### src/rtl/deferPkg.sv
package deferPkg;

  typedef enum logic [1:0] {
    ST_COUNT  = 2'd0,
    ST_PART2  = 2'd1,
    ST_READY  = 2'd2,
    ST_PERMIT = 2'd3
  } deferState_t;

  typedef struct packed {
    logic clr;
    logic inc;
  } gapStrobe_t;

endpackage

### src/rtl/deferDatapath.sv
module deferDatapath #(
  parameter int GAP_W  = 8,
  parameter int OFFSET = 3
) (
  input  logic                clk,
  input  logic                rstN,
  input  deferPkg::gapStrobe_t strobe,
  input  logic                twoPartMode,
  input  logic [GAP_W-1:0]    singleGap,
  input  logic [GAP_W-1:0]    gapPart1,
  input  logic [GAP_W-1:0]    gapPart2,
  output logic                hitFirst,
  output logic                hitTotal
);
  localparam int CNT_W = GAP_W + 1;
  localparam logic [CNT_W-1:0] OFFS = CNT_W'(OFFSET);

  logic [CNT_W-1:0] quietCnt;
  logic [CNT_W-1:0] singleEff;
  logic [CNT_W-1:0] firstLimit;
  logic [CNT_W-1:0] totalLimit;

  // single-stage wait, clamped at zero instead of wrapping
  always_comb begin
    if ({1'b0, singleGap} > OFFS) singleEff = {1'b0, singleGap} - OFFS;
    else                          singleEff = '0;
  end

  assign firstLimit = twoPartMode ? {1'b0, gapPart1} : singleEff;
  assign totalLimit = {1'b0, gapPart1} + {1'b0, gapPart2};

  always_ff @(posedge clk) begin
    if (!rstN || strobe.clr) quietCnt <= '0;
    else if (strobe.inc && quietCnt != '1) quietCnt <= quietCnt + 1'b1;
  end

  assign hitFirst = quietCnt >= firstLimit;
  assign hitTotal = quietCnt >= totalLimit;
endmodule

### src/rtl/deferControl.sv
module deferControl (
  input  logic                 clk,
  input  logic                 rstN,
  input  logic                 frameReady,
  input  logic                 mediumBusy,
  input  logic                 fullDuplex,
  input  logic                 twoPartMode,
  input  logic                 hitFirst,
  input  logic                 hitTotal,
  output deferPkg::gapStrobe_t strobe,
  output logic                 txPermit
);
  import deferPkg::*;

  deferState_t state, nextState;

  always_comb begin
    nextState = state;
    strobe    = '0;
    unique case (state)
      ST_COUNT: begin
        if (mediumBusy) begin
          strobe.clr = 1'b1;
        end else begin
          strobe.inc = 1'b1;
          if (hitFirst) begin
            if (twoPartMode)     nextState = ST_PART2;
            else if (frameReady) nextState = ST_PERMIT;
            else                 nextState = ST_READY;
          end
        end
      end
      ST_PART2: begin
        strobe.inc = 1'b1;  // line activity ignored: frame committed
        if (hitTotal) nextState = frameReady ? ST_PERMIT : ST_READY;
      end
      ST_READY: begin
        if (frameReady && (!mediumBusy || twoPartMode)) begin
          nextState = ST_PERMIT;
        end else if (mediumBusy) begin
          nextState  = ST_COUNT;
          strobe.clr = 1'b1;
        end
      end
      ST_PERMIT: begin
        if (!frameReady) begin
          nextState  = ST_COUNT;
          strobe.clr = 1'b1;
        end
      end
      default: nextState = ST_COUNT;
    endcase
    if (fullDuplex && frameReady) nextState = ST_PERMIT;
  end

  always_ff @(posedge clk) begin
    if (!rstN) state <= ST_COUNT;
    else       state <= nextState;
  end

  assign txPermit = (state == ST_PERMIT);
endmodule

### src/rtl/deferTimer.sv
module deferTimer #(
  parameter int GAP_W  = 8,
  parameter int OFFSET = 3
) (
  input  logic             clk,
  input  logic             rstN,
  input  logic             frameReady,
  input  logic             mediumBusy,
  input  logic             fullDuplex,
  input  logic             twoPartMode,
  input  logic [GAP_W-1:0] singleGap,
  input  logic [GAP_W-1:0] gapPart1,
  input  logic [GAP_W-1:0] gapPart2,
  output logic             txPermit
);
  deferPkg::gapStrobe_t strobe;
  logic hitFirst, hitTotal;

  deferControl ctrl (
    .clk(clk), .rstN(rstN), .frameReady(frameReady), .mediumBusy(mediumBusy),
    .fullDuplex(fullDuplex), .twoPartMode(twoPartMode),
    .hitFirst(hitFirst), .hitTotal(hitTotal),
    .strobe(strobe), .txPermit(txPermit)
  );

  deferDatapath #(.GAP_W(GAP_W), .OFFSET(OFFSET)) dp (
    .clk(clk), .rstN(rstN), .strobe(strobe), .twoPartMode(twoPartMode),
    .singleGap(singleGap), .gapPart1(gapPart1), .gapPart2(gapPart2),
    .hitFirst(hitFirst), .hitTotal(hitTotal)
  );
endmodule

### config.mk
export PLATFORM = sky130hd
export DESIGN_NAME = deferTimer
export DESIGN_NICKNAME = d
export VERILOG_FILES = /design/src/rtl/deferPkg.sv /design/src/rtl/deferDatapath.sv /design/src/rtl/deferControl.sv /design/src/rtl/deferTimer.sv
export SDC_FILE = /design/constraint.sdc
export NUM_CORES = 1
export LEC_CHECK = 0
export BUFFER_PORTS_ARGS = -buffer_cell sky130_fd_sc_hd__buf_2
export CORE_MARGIN = 4
export CORE_UTILIZATION = 51
export CTS_BUF_LIST = sky130_fd_sc_hd__clkbuf_4
export DETAILED_ROUTE_END_ITERATION = 6
export PLACE_DENSITY = 0.78
export SETUP_SLACK_MARGIN = 0.5
export SYNTH_ARGS = -nofsm -noshare
export SYNTH_HDL_FRONTEND = slang
export SYNTH_SLANG_ARGS = --single-unit
### constraint.sdc
create_clock -name clk -period 3 [get_ports clk]
set_input_delay 0.9 -clock clk [delete_from_list [all_inputs] [get_ports clk]]
set_output_delay 0.9 -clock clk [all_outputs]
set_load 0.1 [all_outputs]
# [After elaboration in Yosys (flattened, before gate mapping)]
# Index checks and enable logic that the tools add are counted.
[totals] register_bits=11 latch_bits=0 ramBits=0 mem_bits_ro=0 out_inout_bits=1 word_cells=44 memories=0
[op_classes] n_addsub=3 n_mul=0 div_mod_pow=0 n_lt_le_gt_ge=3 eq_ne=9 shifts=0 n_mux=18 bitwise=0 reduce_logical=9
[op_table] operator=">= comparator 9 bit" n=2
[op_table] operator="two-way mux 9 bit" n=2
[op_table] operator="two-way mux 2 bit" n=8
[op_table] operator="adder 8 x 8 -> 9 bit" n=1
[op_table] operator="adder 9 x 1 -> 9 bit, second input constant" n=1
[op_table] operator="!= test 9 bit, second input constant" n=1
[op_table] operator="subtractor 8 x 2 -> 9 bit, second input constant" n=1
[op_table] operator="> comparator 8 x 2 -> 1 bit, second input constant" n=1
[op_table] operator="case mux 2 bit (4 select lines)" n=1
[op_table] operator="!= test 3 x 1 -> 1 bit, second input constant" n=2
[op_table] operator="!= test 3 x 2 -> 1 bit, second input constant" n=2
[op_table] operator="two-way mux 1 bit" n=5
[op_table] operator="AND reduction 5 bit" n=1
[op_table] operator="== test 2 bit, second input constant" n=2
[op_table] operator="!= test 4 x 2 -> 1 bit, second input constant" n=1
[op_table] operator="logical AND 1 bit" n=3
[op_table] operator="case mux 1 bit (3 select lines)" n=1
[op_table] operator="== test 2 x 1 -> 1 bit, second input constant" n=1
[op_table] operator="logical NOT 1 bit" n=2
[op_table] operator="logical NOT 2 bit" n=1
[op_table] operator="logical OR 1 bit" n=2
[op_table] operator="case mux 1 bit (2 select lines)" n=1

# [Logic depth before layout (Yosys ltp)]
# Gate-level depths: netlist of run 1.
[depth] word_depth=8 depth_mapped=14

# [Hierarchy]
# Synthesis of run 1 repeated with hierarchy kept, for this count alone.
[hier_totals] hier_cells=183 area_unflattened_um2=1507.7
[by_module_without_submodules] module="deferDatapath" n_inst=1 cells_per_inst=161 area_per_inst_um2=1340.0 seq_area_each_um2=180.2
[by_module_without_submodules] module="deferControl" n_inst=1 cells_per_inst=22 area_per_inst_um2=167.7 seq_area_each_um2=40.0

# [Least setup slack after synthesis of run 1]
# Ideal clock, no wire load.
[synth_path] path_type="input -> register" start="in gapPart1[0]" end="reg ctrl.state[1]" setup_time_ns=0.116 t_arrival_ns=3.101 t_required_ns=2.884 setup_slack_ns=-0.217 stages=14 n_path_buf=0 cell_sequence="ha_1 -> inv_1 -> fa_1 -> nor2b_1 -> o21ai_0 -> a21oi_1 -> o21ai_0 -> a21bo_2 -> ha_1 -> a21oi_1 -> nor2b_1 -> o21ai_0 -> a41oi_1 -> a31o_2"
[synth_between] elab_chain_len=4 elab_cells_between_ends=7 classes_between="add/sub: 1; order compare: 2; eq/ne: 2; mux: 1; reduce/logical: 1"
[synth_lines] element="start: declaration" line_no="deferTimer.sv:12" rtl="input logic [GAP_W-1:0] gapPart1,"
[synth_lines] element="adder 8 x 8 -> 9 bit or two-way mux 9 bit (tied branches)" line_no="deferDatapath.sv:30, deferDatapath.sv:29"
[synth_lines] element=">= comparator 9 bit (on tied branches)" line_no="deferDatapath.sv:38, deferDatapath.sv:37"
[synth_lines] element="!= test 3 x 1 -> 1 bit (no line)"
[synth_lines] element="AND reduction 5 bit (no line) *"
[synth_lines] element="end signal: assignment" line_no="deferControl.sv:58" rtl="else state <= nextState;"
[synth_lines] element="end: declaration" line_no="deferControl.sv:15" rtl="deferState_t state, nextState;"
# Mark *: on every way between the ends. The rest lies on a longest branch, timed or not.
# A chain may end at the register's enable or synchronous reset.

# [Worst setup path after layout of run 1]
[layout_path] start="in gapPart2[0]" end="reg ctrl.state[0]"
[layout_between] elab_chain_len=4
[layout_lines] element="start: declaration" line_no="deferTimer.sv:13" rtl="input logic [GAP_W-1:0] gapPart2,"
[layout_lines] element="adder 8 x 8 -> 9 bit" line_no="deferDatapath.sv:30" rtl="assign totalLimit = {1'b0, gapPart1} + {1'b0, gapPart2};"
[layout_lines] element=">= comparator 9 bit" line_no="deferDatapath.sv:38" rtl="assign hitTotal = quietCnt >= totalLimit;"
[layout_lines] element="!= test 3 x 1 -> 1 bit (no line)"
[layout_lines] element="AND reduction 5 bit (no line)"
# No other way between the ends.

==> results of run 1 <==
-- where the power goes --
| part | switching (mW) | internal [mW] |
|---|---|---|
| logic | 0.147 | 0.141 |
| clock network | 0.0487 | 0.0606 |
| registers | 0.0172 | 0.155 |
-- kinds of logic (layout without fill, tap and decap cells) --
| group | count (synthesis) | after routing | synth area share, % |
|---|---|---|---|
| buffers and inverters | 17 | 69 | 5.254 |
| AND/OR/NAND/NOR | 64 | 64 | 21.43 |
| AO/OA/AOI/OAI | 51 | 51 | 21.77 |
| adder cells (fa/ha/maj) | 30 | 30 | 25.52 |
| XOR/XNOR | 16 | 16 | 9.341 |
| multiplexers | 3 | 3 | 2.002 |
| flip-flops | 11 | 11 | 14.68 |
-- cell usage after synthesis, types with 4 or more instances --
cell and n:
nor2_1 25, xor2_1 8, dfxtp_1 11, nand2b_1 4, inv_1 14, a21oi_1 13
nor3_1 4, o21ai_0 14, a22oi_1 6, nand2_1 12, ha_1 29, xnor2_1 8
-- layout make-up --
cell class	count	area, um^2	area share [%]
inverter	14	52.55	2.677
sequential	11	220.2	11.22
clock buffer	4	30.03	1.530
timing repair buffer	51	320.3	16.32
multi-input combinational	164	1301	66.28
tap	31	38.79	1.976
-- layer usage --
| layer | track usage [%] | routed length [um] | vias to the layer above | part of all wire [%] |
|---|---|---|---|---|
| met1 | 25.33 | 1718 | 704 | 45 |
| met3 | 3.243 | 150 | 6 | 4.0 |
| li1 | - | - | 796 | - |
| met5 | 0 | 0 | - | 0 |
| met2 | 31.99 | 1846 | 38 | 49 |
| met4 | 6.233 | 67 | 0 | 1.8 |
-- worst max-delay path by stage --
stage,startpoint,to,cells past startpoint
5_1_grt,gapPart2[0],ctrl.state[0],15
2_1_floorplan,gapPart1[0],ctrl.state[1],14
3_5_place_dp,gapPart1[0],ctrl.state[0],15
3_3_place_gp,gapPart1[0],ctrl.state[1],15
6_report,gapPart2[0],ctrl.state[0],15
4_1_cts,gapPart2[0],ctrl.state[0],15
-- flip-flops by register name (all words and copies together) (netlist names) --
| signal | flops |
|---|---|
| ctrl.state | 2 |
| dp.quietCnt | 9 |
-- timing repair --
| item | 4_1_cts | 5_1_grt |
|---|---|---|
| setup endpoints to repair | 2 | 2 |
| cloned | 0 | 0 |
| gates resized for setup | 11 | 6 |
| setup buffers | 1 | 0 |
| hold endpoints to repair | 0 | 0 |
| pin swaps | 12 | 4 |
-- worst max-delay path: stages --
cell and delay [ns]:
buf_6 0.07, ha_4 0.12, inv_2 0.03, fa_2 0.35, nor2b_2 0.14, o21ai_2 0.07
a21oi_2 0.20, o21ai_1 0.10, a21bo_2 0.23, ha_4 0.27, nand4_1 0.08, a21oi_2 0.14
o21ai_2 0.07, a41oi_2 0.23, mux2i_1 0.22
==> results.tsv, run 1 <==
stage	metric	value	unit
cells_and_area	share of cells above drive strength 1	34.43	%
floorplan	Cell Rows	19	
synthesis	cell taking the most area after synthesis	ha_1	
hold_path	worst hold path type	reg2reg	
sta	RSZ-0062 raised after global routing	yes	
synthesis	synthesized area	1500	um^2
sta	Sum Neg Setup Slack	-0.08548	ns
sta	worst slew pin tran	0.4688	ns
grt	pin count of the biggest net entering global routing	10	
cts	clk sink count	11	
floorplan	Core Area	2781	um^2
job	Max Cap Viol	0	
detailed_routing	TritonRoute pass-1 iters	4	
cells_and_area	final instance area	1963	um^2
placed_design	port bufs	30	
cts	clock slew at reported path FFs	0.07	ns
synthesis	syn_area_per_cell	7.813	um^2
critical_path	Reg-to-Reg End	dp.quietCnt[5]	
run_status	failing checks	negative setup slack	
cells_and_area	Final Non-Filler Cells	275	
floorplan	I/O pin count	31	
placed_design	post-DP HPWL	3085	um
critical_path	kind of critical path	in2reg	
placed_design	GPL Wtd Cong	0.8228	
grt	first-pass GRT wire length	6306	um
cells_and_area	most frequent cells in the layout	buf_2 (28), ha_1 (26), nor2_1 (24)	
detailed_routing	Initial DRC Count	80	
sta	final setup fails	2	
sta	Final Hold Viols	0	
floorplan	die area	3873	um^2
synthesis	Yosys Warn Count	0	
cts	CTS buffer count	3	
detailed_routing	ANT nets after route	0	
detailed_routing	Via density	5.615	
sta	setup slack after layout	-0.04342	ns
critical_path	Critical Path Sink Type	flop	
grt	Total GRT Usage	19.37	%
hold_path	Worst Hold Path EP	dp.quietCnt[0]	
synthesis	post-synth cell types	41	
detailed_routing	drt total wl	3782	um
power	P_leak	0.9076	nW
floorplan	initial core utilization	53.94	%
cts	hold_buf cts	0	
cts	Clk Latency, worst-skew pair	0.27	ns
hold_path	worst hold start	dp.quietCnt[0]	
synthesis	Post-synth EDFFs	0	
synthesis	Synth Instances	192	
critical_path	Crit path required time	3.20	ns
cts	CTS H-Tree Depth	1	
cells_and_area	final core occ	70.58	%
synthesis	top post-synthesis cells by area	ha_1 (24%), dfxtp_1 (15%), nor2_1 (6.3%), o21ai_0 (4.7%), xnor2_1 (4.7%)	
placed_design	pre-CTS WS	-0.4759	ns
critical_path	R2R depth	9	
run_status	outcome	complete, but fails checks	
placed_design	Post-DP Area	1867	um^2
cells_and_area	diode count	0	
floorplan	die height	62.24	um
sta	post-route minimum period	3.043	ns
hold_path	Hold Crit Depth	2	
detailed_routing	DRC Markers	0	
critical_path	kind of launch point of the worst setup path	input port	
power	Max IR drop VDD	239.1	uV
power	Power Dens Cells	289.9	nW/um^2
synthesis	syn nets	252	
critical_path	Worst R2R Setup Slack	0.92	ns
placed_design	Placed Instances	270	
sta	Pins Over Slew Limit	0	
floorplan	Die Width	62.24	um
cts	clock buffer depth	2	
sta	final cycle utilization of the critical path	101.4	%
cells_and_area	most common cell after layout, fill and taps aside	buf_2	
synthesis	FF+latch count, synth	11	
sta	Clock Skews	0.002172	ns
grt	initial antenna violation count	0	
grt	GR Overflow Total	0	
sta	Max-Slew Margin vs Limit	68.58	%
grt	vias in the first global route	1465	
cts	CTS tree	built	
sta	Fin Hold WS	0.5815	ns
cts	root buf cell	clkbuf_4	
synthesis	Async S/R FF share, synth	0	%
detailed_routing	DR vias	1544	
critical_path	FF-to-FF Start	dp.quietCnt[0]	
cells_and_area	final net count	305	
critical_path	Arrival @ worst endpoint	3.24	ns
cells_and_area	area delta synth->final	30.86	%
critical_path	CP max FO	3	
sta	Max Freq	0.3286	GHz
synthesis	Primary FF master, synth	dfxtp_1	
detailed_routing	DR WL/cell	13.75	um
synthesis	register area share after synthesis	14.68	%
synthesis	share of the synthesized area in the top cell type	24.19	%
cells_and_area	Layout fillers	222	
power	Power Total	0.5690	mW
Note: power is estimated with default switching activity, not from simulation.
==> run 2: changes to the inputs <==
- CORE_ASPECT_RATIO: default -> 1.2
==> run 2 against run 1 <==
Compared with the run above: the run now ends clean; utilization shrank 0.49 points; design area is 0.38% higher; via count down 0.84%; highest routed layer unchanged.
==> results.tsv, run 2 (synthesis results as in run 1) <==
stage	metric	value	unit
cells_and_area	final net count	307	
placed_design	GPL Wtd Cong	0.8796	
power	Reg power frac	30.8	%
critical_path	Critical Path Sink Type	flop	
cells_and_area	Biggest register	dp.quietCnt	
detailed_routing	drt total wl	3536	um
sta	Pins Over Slew Limit	0	
critical_path	Crit path required time	3.21	ns
cts	CTS tree	built	
grt	Total GRT Usage	19.36	%
power	Comb pwr share	50.7	%
power	Max IR drop VDD	234.3	uV
run_status	outcome	complete, no violations	
critical_path	CP max FO	3	
placed_design	port bufs	30	
detailed_routing	DR vias	1531	
power	Internal	0.3455	mW
critical_path	kind of critical path	in2reg	
critical_path	slowest stage cell on the critical path	fa_2	
cts	clk sink count	11	
cells_and_area	max reg flops	9	
grt	vias in the first global route	1465	
cts	clock slew at reported path FFs	0.07	ns
cells_and_area	share of cells above drive strength 1	33.33	%
critical_path	R2R depth	9	
floorplan	Cell Rows	21	
floorplan	die area	3877	um^2
detailed_routing	DRC Markers	0	
cts	hold_buf cts	0	
floorplan	initial core utilization	53.36	%
cells_and_area	area delta synth->final	31.36	%
detailed_routing	Via density	5.468	
cts	root buf cell	clkbuf_4	
critical_path	critical path's largest stage delay	0.34	ns
cells_and_area	biggest regs	dp.quietCnt (9), ctrl.state (2)	
sta	RSZ-0062 raised after global routing	yes	
power	Power Dens Cells	282.6	nW/um^2
critical_path	CP Cell Sequence	buf_6 > ha_4 > inv_2 > fa_2 > nor2b_2 > o21ai_2 > a21oi_2 > o21ai_1 > a21bo_2 > ha_4 > nand4_1 > a21oi_1 > o21ai_1 > a41oi_2 > mux2i_1	
power	clock network fraction of design power	18.5	%
cells_and_area	Layout fillers	239	
sta	Clock Skews	0.004125	ns
grt	first-pass GRT wire length	5934	um
sta	setup slack after layout	0.03716	ns
sta	worst slew pin tran	0.5050	ns
grt	initial antenna violation count	0	
critical_path	family with the most delay on the worst path	compound AO/OA/AOI/OAI gates	
cts	CTS buffer count	3	
power	Sw Pwr	0.2113	mW
floorplan	Die Width	57.51	um
sta	Final Hold Viols	0	
critical_path	Crit path depth	15	
cts	Clk Latency, worst-skew pair	0.28	ns
cts	CTS H-Tree Depth	1	
floorplan	die height	67.41	um
power	Sw Share	37.95	%
power	Power Total	0.5569	mW
placed_design	pre-CTS WS	-0.4866	ns
grt	pin count of the biggest net entering global routing	10	
detailed_routing	DR WL/cell	12.63	um
cts	clock buffer depth	2	
placed_design	post-DP HPWL	3029	um
floorplan	I/O pin count	31	
sta	Max Freq	0.3375	GHz
cells_and_area	diode count	0	
floorplan	Core Area	2811	um^2
sta	final setup fails	0	
power	P_leak	0.9180	nW
cells_and_area	most common cell after layout, fill and taps aside	buf_2	
hold_path	Hold Crit Depth	2	
cells_and_area	most frequent cells in the layout	buf_2 (28), ha_1 (26), nor2_1 (24)	
job	Max Cap Viol	0	
sta	post-route minimum period	2.963	ns
hold_path	worst hold path type	reg2reg	
cells_and_area	final core occ	70.09	%
detailed_routing	ANT nets after route	0	
sta	Max-Slew Margin vs Limit	66.15	%
critical_path	Arrival @ worst endpoint	3.17	ns
grt	GR Overflow Total	0	
detailed_routing	Initial DRC Count	56	
sta	final cycle utilization of the critical path	98.76	%
critical_path	Buf/Inv on CP	2	
detailed_routing	TritonRoute pass-1 iters	4	
critical_path	kind of launch point of the worst setup path	input port	
run 2: worst paths after layout:
path / from / endpoint / slack, ns
worst max-delay path: gapPart2[0] / ctrl.state[0] / 0.04
worst min-delay path: dp.quietCnt[0] / dp.quietCnt[0] / 0.59
worst max register to register: dp.quietCnt[0] / dp.quietCnt[5] / 0.93
worst min register to register: dp.quietCnt[0] / dp.quietCnt[0] / 0.59
run 2: metrics by stage:
stage	hold WS, ns	cell area [um^2]	setup TNS (ns)	std cells
global route	0.6163	1971	-0.1914	280
detailed placement	0.5725	1893	-0.9641	276
finish	0.5868	1971	0	280
CTS	0.5911	1952	-0.009794	280
global placement	0.5621	1893	-0.7911	276
floorplan	0.5254	1554	-0.2328	192
run 2: power by group through the flow:
stage               Clock, mW  Combinational, mW  Sequential (mW)
floorplan                   0              0.198            0.163
global placement            0              0.265            0.175
detailed placement          0              0.269            0.174
CTS                     0.104              0.277            0.171
global route            0.114              0.315            0.173
finish                  0.103              0.282            0.172
run 2: metal layers:
| layer | wire length [um] | share of wire [%] | up-vias | track usage [%] |
|---|---|---|---|---|
| met5 | 0 | 0 | - | 0 |
| li1 | - | - | 799 | - |
| met4 | 73 | 2.1 | 0 | 8.116 |
| met3 | 158 | 4.5 | 7 | 2.677 |
| met1 | 1575 | 45 | 690 | 23.43 |
| met2 | 1729 | 49 | 35 | 34.04 |
run 2: area by class of cell:
class	instances	area, um^2	share of cell area (%)
timing repair buffer	53	339.1	17.21
inverter	14	52.55	2.667
multi-input combinational	164	1289	65.40
sequential	11	220.2	11.17
clock inverter	1	5.005	0.2540
clock buffer	3	22.52	1.143
tap	34	42.54	2.159
run 2: tightest hold or removal path, delay by kind of cell (launching register included):
| family | cells | cell delay [ns] |
|---|---|---|
| xor+xnor | 1 | 0.14 |
| flops | 1 | 0.35 |
| simple gates | 1 | 0.07 |
run 2: what timing repair did:
action	CTS	global route
gates resized for setup	9	5
pin swaps	12	1
hold endpoints to repair	0	0
endpoints found under the setup margin	2	2
setup buffers	0	0
gates cloned	0	0
==> run 3: changes to the inputs <==
- CORE_UTILIZATION: 51 -> 61
- PLACE_DENSITY: 0.78 -> 0.88
- clock period: 3 -> 3.6 ns (I/O delays scaled with it)
==> run 3 against run 2 <==
Compared with the run above: wire length is 13% higher; die area is 14% lower; count of clock-buffer cells in the layout is 1 higher; sequential power is 17% lower; clock power is 12% lower; critical path type unchanged; design area is 4.3% lower; combinational power is 14% lower; flip-flop and latch count stayed put; worst setup slack better by 0.32 ns; clock skew is 0.0032 ns lower; critical endpoint is now ctrl.state[1]; register-to-register slack better by 0.59 ns; via count is 3.6% higher.
==> results.tsv, run 3 (synthesis results as in run 1) <==
stage	metric	value	unit
run_status	outcome	complete, no violations	
floorplan	Die Width	53.27	um
cts	clk sink count	11	
cells_and_area	Layout fillers	158	
power	P_leak	0.8512	nW
sta	worst slew pin tran	0.4921	ns
floorplan	die area	3320	um^2
critical_path	R2R depth	9	
power	clock network fraction of design power	19.0	%
cts	clock buffer depth	2	
sta	RSZ-0062 raised after global routing	yes	
floorplan	Core Area	2330	um^2
hold_path	worst hold path type	reg2reg	
critical_path	critical path's largest stage delay	0.29	ns
detailed_routing	DRC Markers	0	
cells_and_area	diode count	0	
critical_path	CP Cell Sequence	buf_8 > ha_4 > inv_2 > fa_2 > nor2b_2 > o21ai_2 > a21oi_2 > o31ai_2 > a21bo_2 > ha_4 > a21oi_2 > nor2b_1 > o21ai_1 > a41oi_2 > a31o_2	
sta	Max Freq	0.3086	GHz
cells_and_area	max reg flops	9	
job	Max Cap Viol	0	
cells_and_area	most common cell after layout, fill and taps aside	buf_2	
cells_and_area	share of cells above drive strength 1	29.69	%
hold_path	Hold Crit Depth	2	
grt	Total GRT Usage	24.27	%
critical_path	kind of launch point of the worst setup path	input port	
cells_and_area	final core occ	80.93	%
placed_design	Placed Instances	253	
power	Power Total	0.4772	mW
placed_design	post-DP HPWL	3131	um
placed_design	port bufs	30	
power	Power Dens Cells	253.1	nW/um^2
power	Reg power frac	30.0	%
cts	CTS buffer count	3	
cells_and_area	most frequent cells in the layout	buf_2 (28), ha_1 (26), nor2_1 (25)	
cells_and_area	Biggest register	dp.quietCnt	
critical_path	Crit path required time	3.76	ns
detailed_routing	DR WL/cell	15.42	um
grt	pin count of the biggest net entering global routing	16	
critical_path	slowest stage cell on the critical path	a31o_2	
critical_path	CP max FO	3	
floorplan	initial core utilization	64.39	%
grt	vias in the first global route	1497	
power	Internal	0.2947	mW
detailed_routing	TritonRoute pass-1 iters	4	
power	Sw Pwr	0.1825	mW
floorplan	Cell Rows	19	
critical_path	kind of critical path	in2reg	
critical_path	Worst R2R Setup Slack	1.52	ns
power	Comb pwr share	51.0	%
grt	initial antenna violation count	0	
critical_path	Arrival @ worst endpoint	3.40	ns
critical_path	Reg-to-Reg End	dp.quietCnt[7]	
cells_and_area	Final Non-Filler Cells	260	
cts	clock slew at reported path FFs	0.07	ns
detailed_routing	Initial DRC Count	69	
sta	final setup fails	0	
cts	CTS tree	built	
sta	final cycle utilization of the critical path	90.02	%
sta	Clock Skews	0.0008966	ns
placed_design	GPL Wtd Cong	0.8387	
sta	Sum Neg Setup Slack	0	ns
hold_path	Worst Hold Path EP	dp.quietCnt[0]	
sta	Max-Slew Margin vs Limit	67.01	%
detailed_routing	DR vias	1586	
placed_design	Post-DP Area	1737	um^2
critical_path	Critical Path Sink Type	flop	
cts	root buf cell	clkbuf_4	
cells_and_area	final instance area	1886	um^2
cells_and_area	final net count	290	
sta	post-route minimum period	3.241	ns
power	Max IR drop VDD	262.4	uV
hold_path	worst hold start	dp.quietCnt[0]	
sta	Pins Over Slew Limit	0	
floorplan	die height	62.33	um
grt	first-pass GRT wire length	6244	um
critical_path	FF-to-FF Start	dp.quietCnt[0]	
cells_and_area	biggest regs	dp.quietCnt (9), ctrl.state (2)	
detailed_routing	ANT nets after route	0	
power	Sw Share	38.24	%
cts	CTS H-Tree Depth	1	
detailed_routing	drt total wl	4010	um
cells_and_area	area delta synth->final	25.69	%
detailed_routing	Via density	6.100	
floorplan	I/O pin count	31	
grt	GR Overflow Total	0	
cts	Clk Latency, worst-skew pair	0.27	ns
sta	Final Hold Viols	0	
-- run 3: repair_timing --
item,in CTS,in global routing
resized for setup,14,9
setup buffers,2,1
pin swaps,18,10
setup endpoints to repair,2,2
hold buffers,0,0
-- run 3: metal layers --
| metal | wire, um | global-route usage (%) | part of all wire (%) | vias to the layer above |
|---|---|---|---|---|
| met5 | 0 | 0 | 0 | - |
| met4 | 174 | 9.265 | 4.3 | 0 |
| met3 | 287 | 5.981 | 7.2 | 22 |
| met2 | 2067 | 41.26 | 52 | 68 |
| met1 | 1481 | 28.03 | 37 | 730 |
| li1 | - | - | - | 766 |
-- run 3: power groups by stage --
| stage | clock, mW | combinational (mW) | sequential [mW] |
|---|---|---|---|
| 2_1_floorplan | 0 | 0.164 | 0.136 |
| 3_3_place_gp | 0 | 0.196 | 0.145 |
| 3_5_place_dp | 0 | 0.212 | 0.145 |
| 4_1_cts | 0.0934 | 0.224 | 0.142 |
| 5_1_grt | 0.101 | 0.268 | 0.144 |
| 6_report | 0.0909 | 0.243 | 0.143 |
-- run 3: metrics by stage --
stage / worst slack, ns / hold WS [ns]
2_1_floorplan: 0.2818 / 0.5254
3_3_place_gp: 0.04799 / 0.5615
3_5_place_dp: -0.09350 / 0.5777
4_1_cts: 0.4179 / 0.5972
5_1_grt: 0.2662 / 0.6172
6_report: 0.3594 / 0.5924
-- run 3: worst max path at each step --
stage            startpoint  cells past startpoint  slack [ns]             to
6_report        gapPart2[0]                     15        0.36  ctrl.state[1]
5_1_grt         gapPart2[0]                     15        0.27  ctrl.state[0]
4_1_cts         gapPart2[0]                     15        0.42  ctrl.state[0]
3_5_place_dp   singleGap[2]                     12       -0.09  ctrl.state[1]
3_3_place_gp    gapPart1[0]                     15        0.05  ctrl.state[1]
2_1_floorplan   gapPart1[0]                     14        0.28  ctrl.state[1]
-- run 3: critical path, delay by kind of cell --
family / cells / cell delay, ns
AOI/OAI and AO/OA: 8 / 1.52
adders and majority gates: 3 / 0.56
buffers and inverters: 2 / 0.14
and+or+nand+nor: 2 / 0.10
-- run 3: area by class of cell --
type | count | area, um^2 | area share, %
tap | 31 | 38.79 | 2.057
clock buffer | 4 | 30.03 | 1.593
timing repair buffer | 36 | 215.2 | 11.41
sequential | 11 | 220.2 | 11.68
multi-input combinational | 164 | 1329 | 70.47
inverter | 14 | 52.55 | 2.787
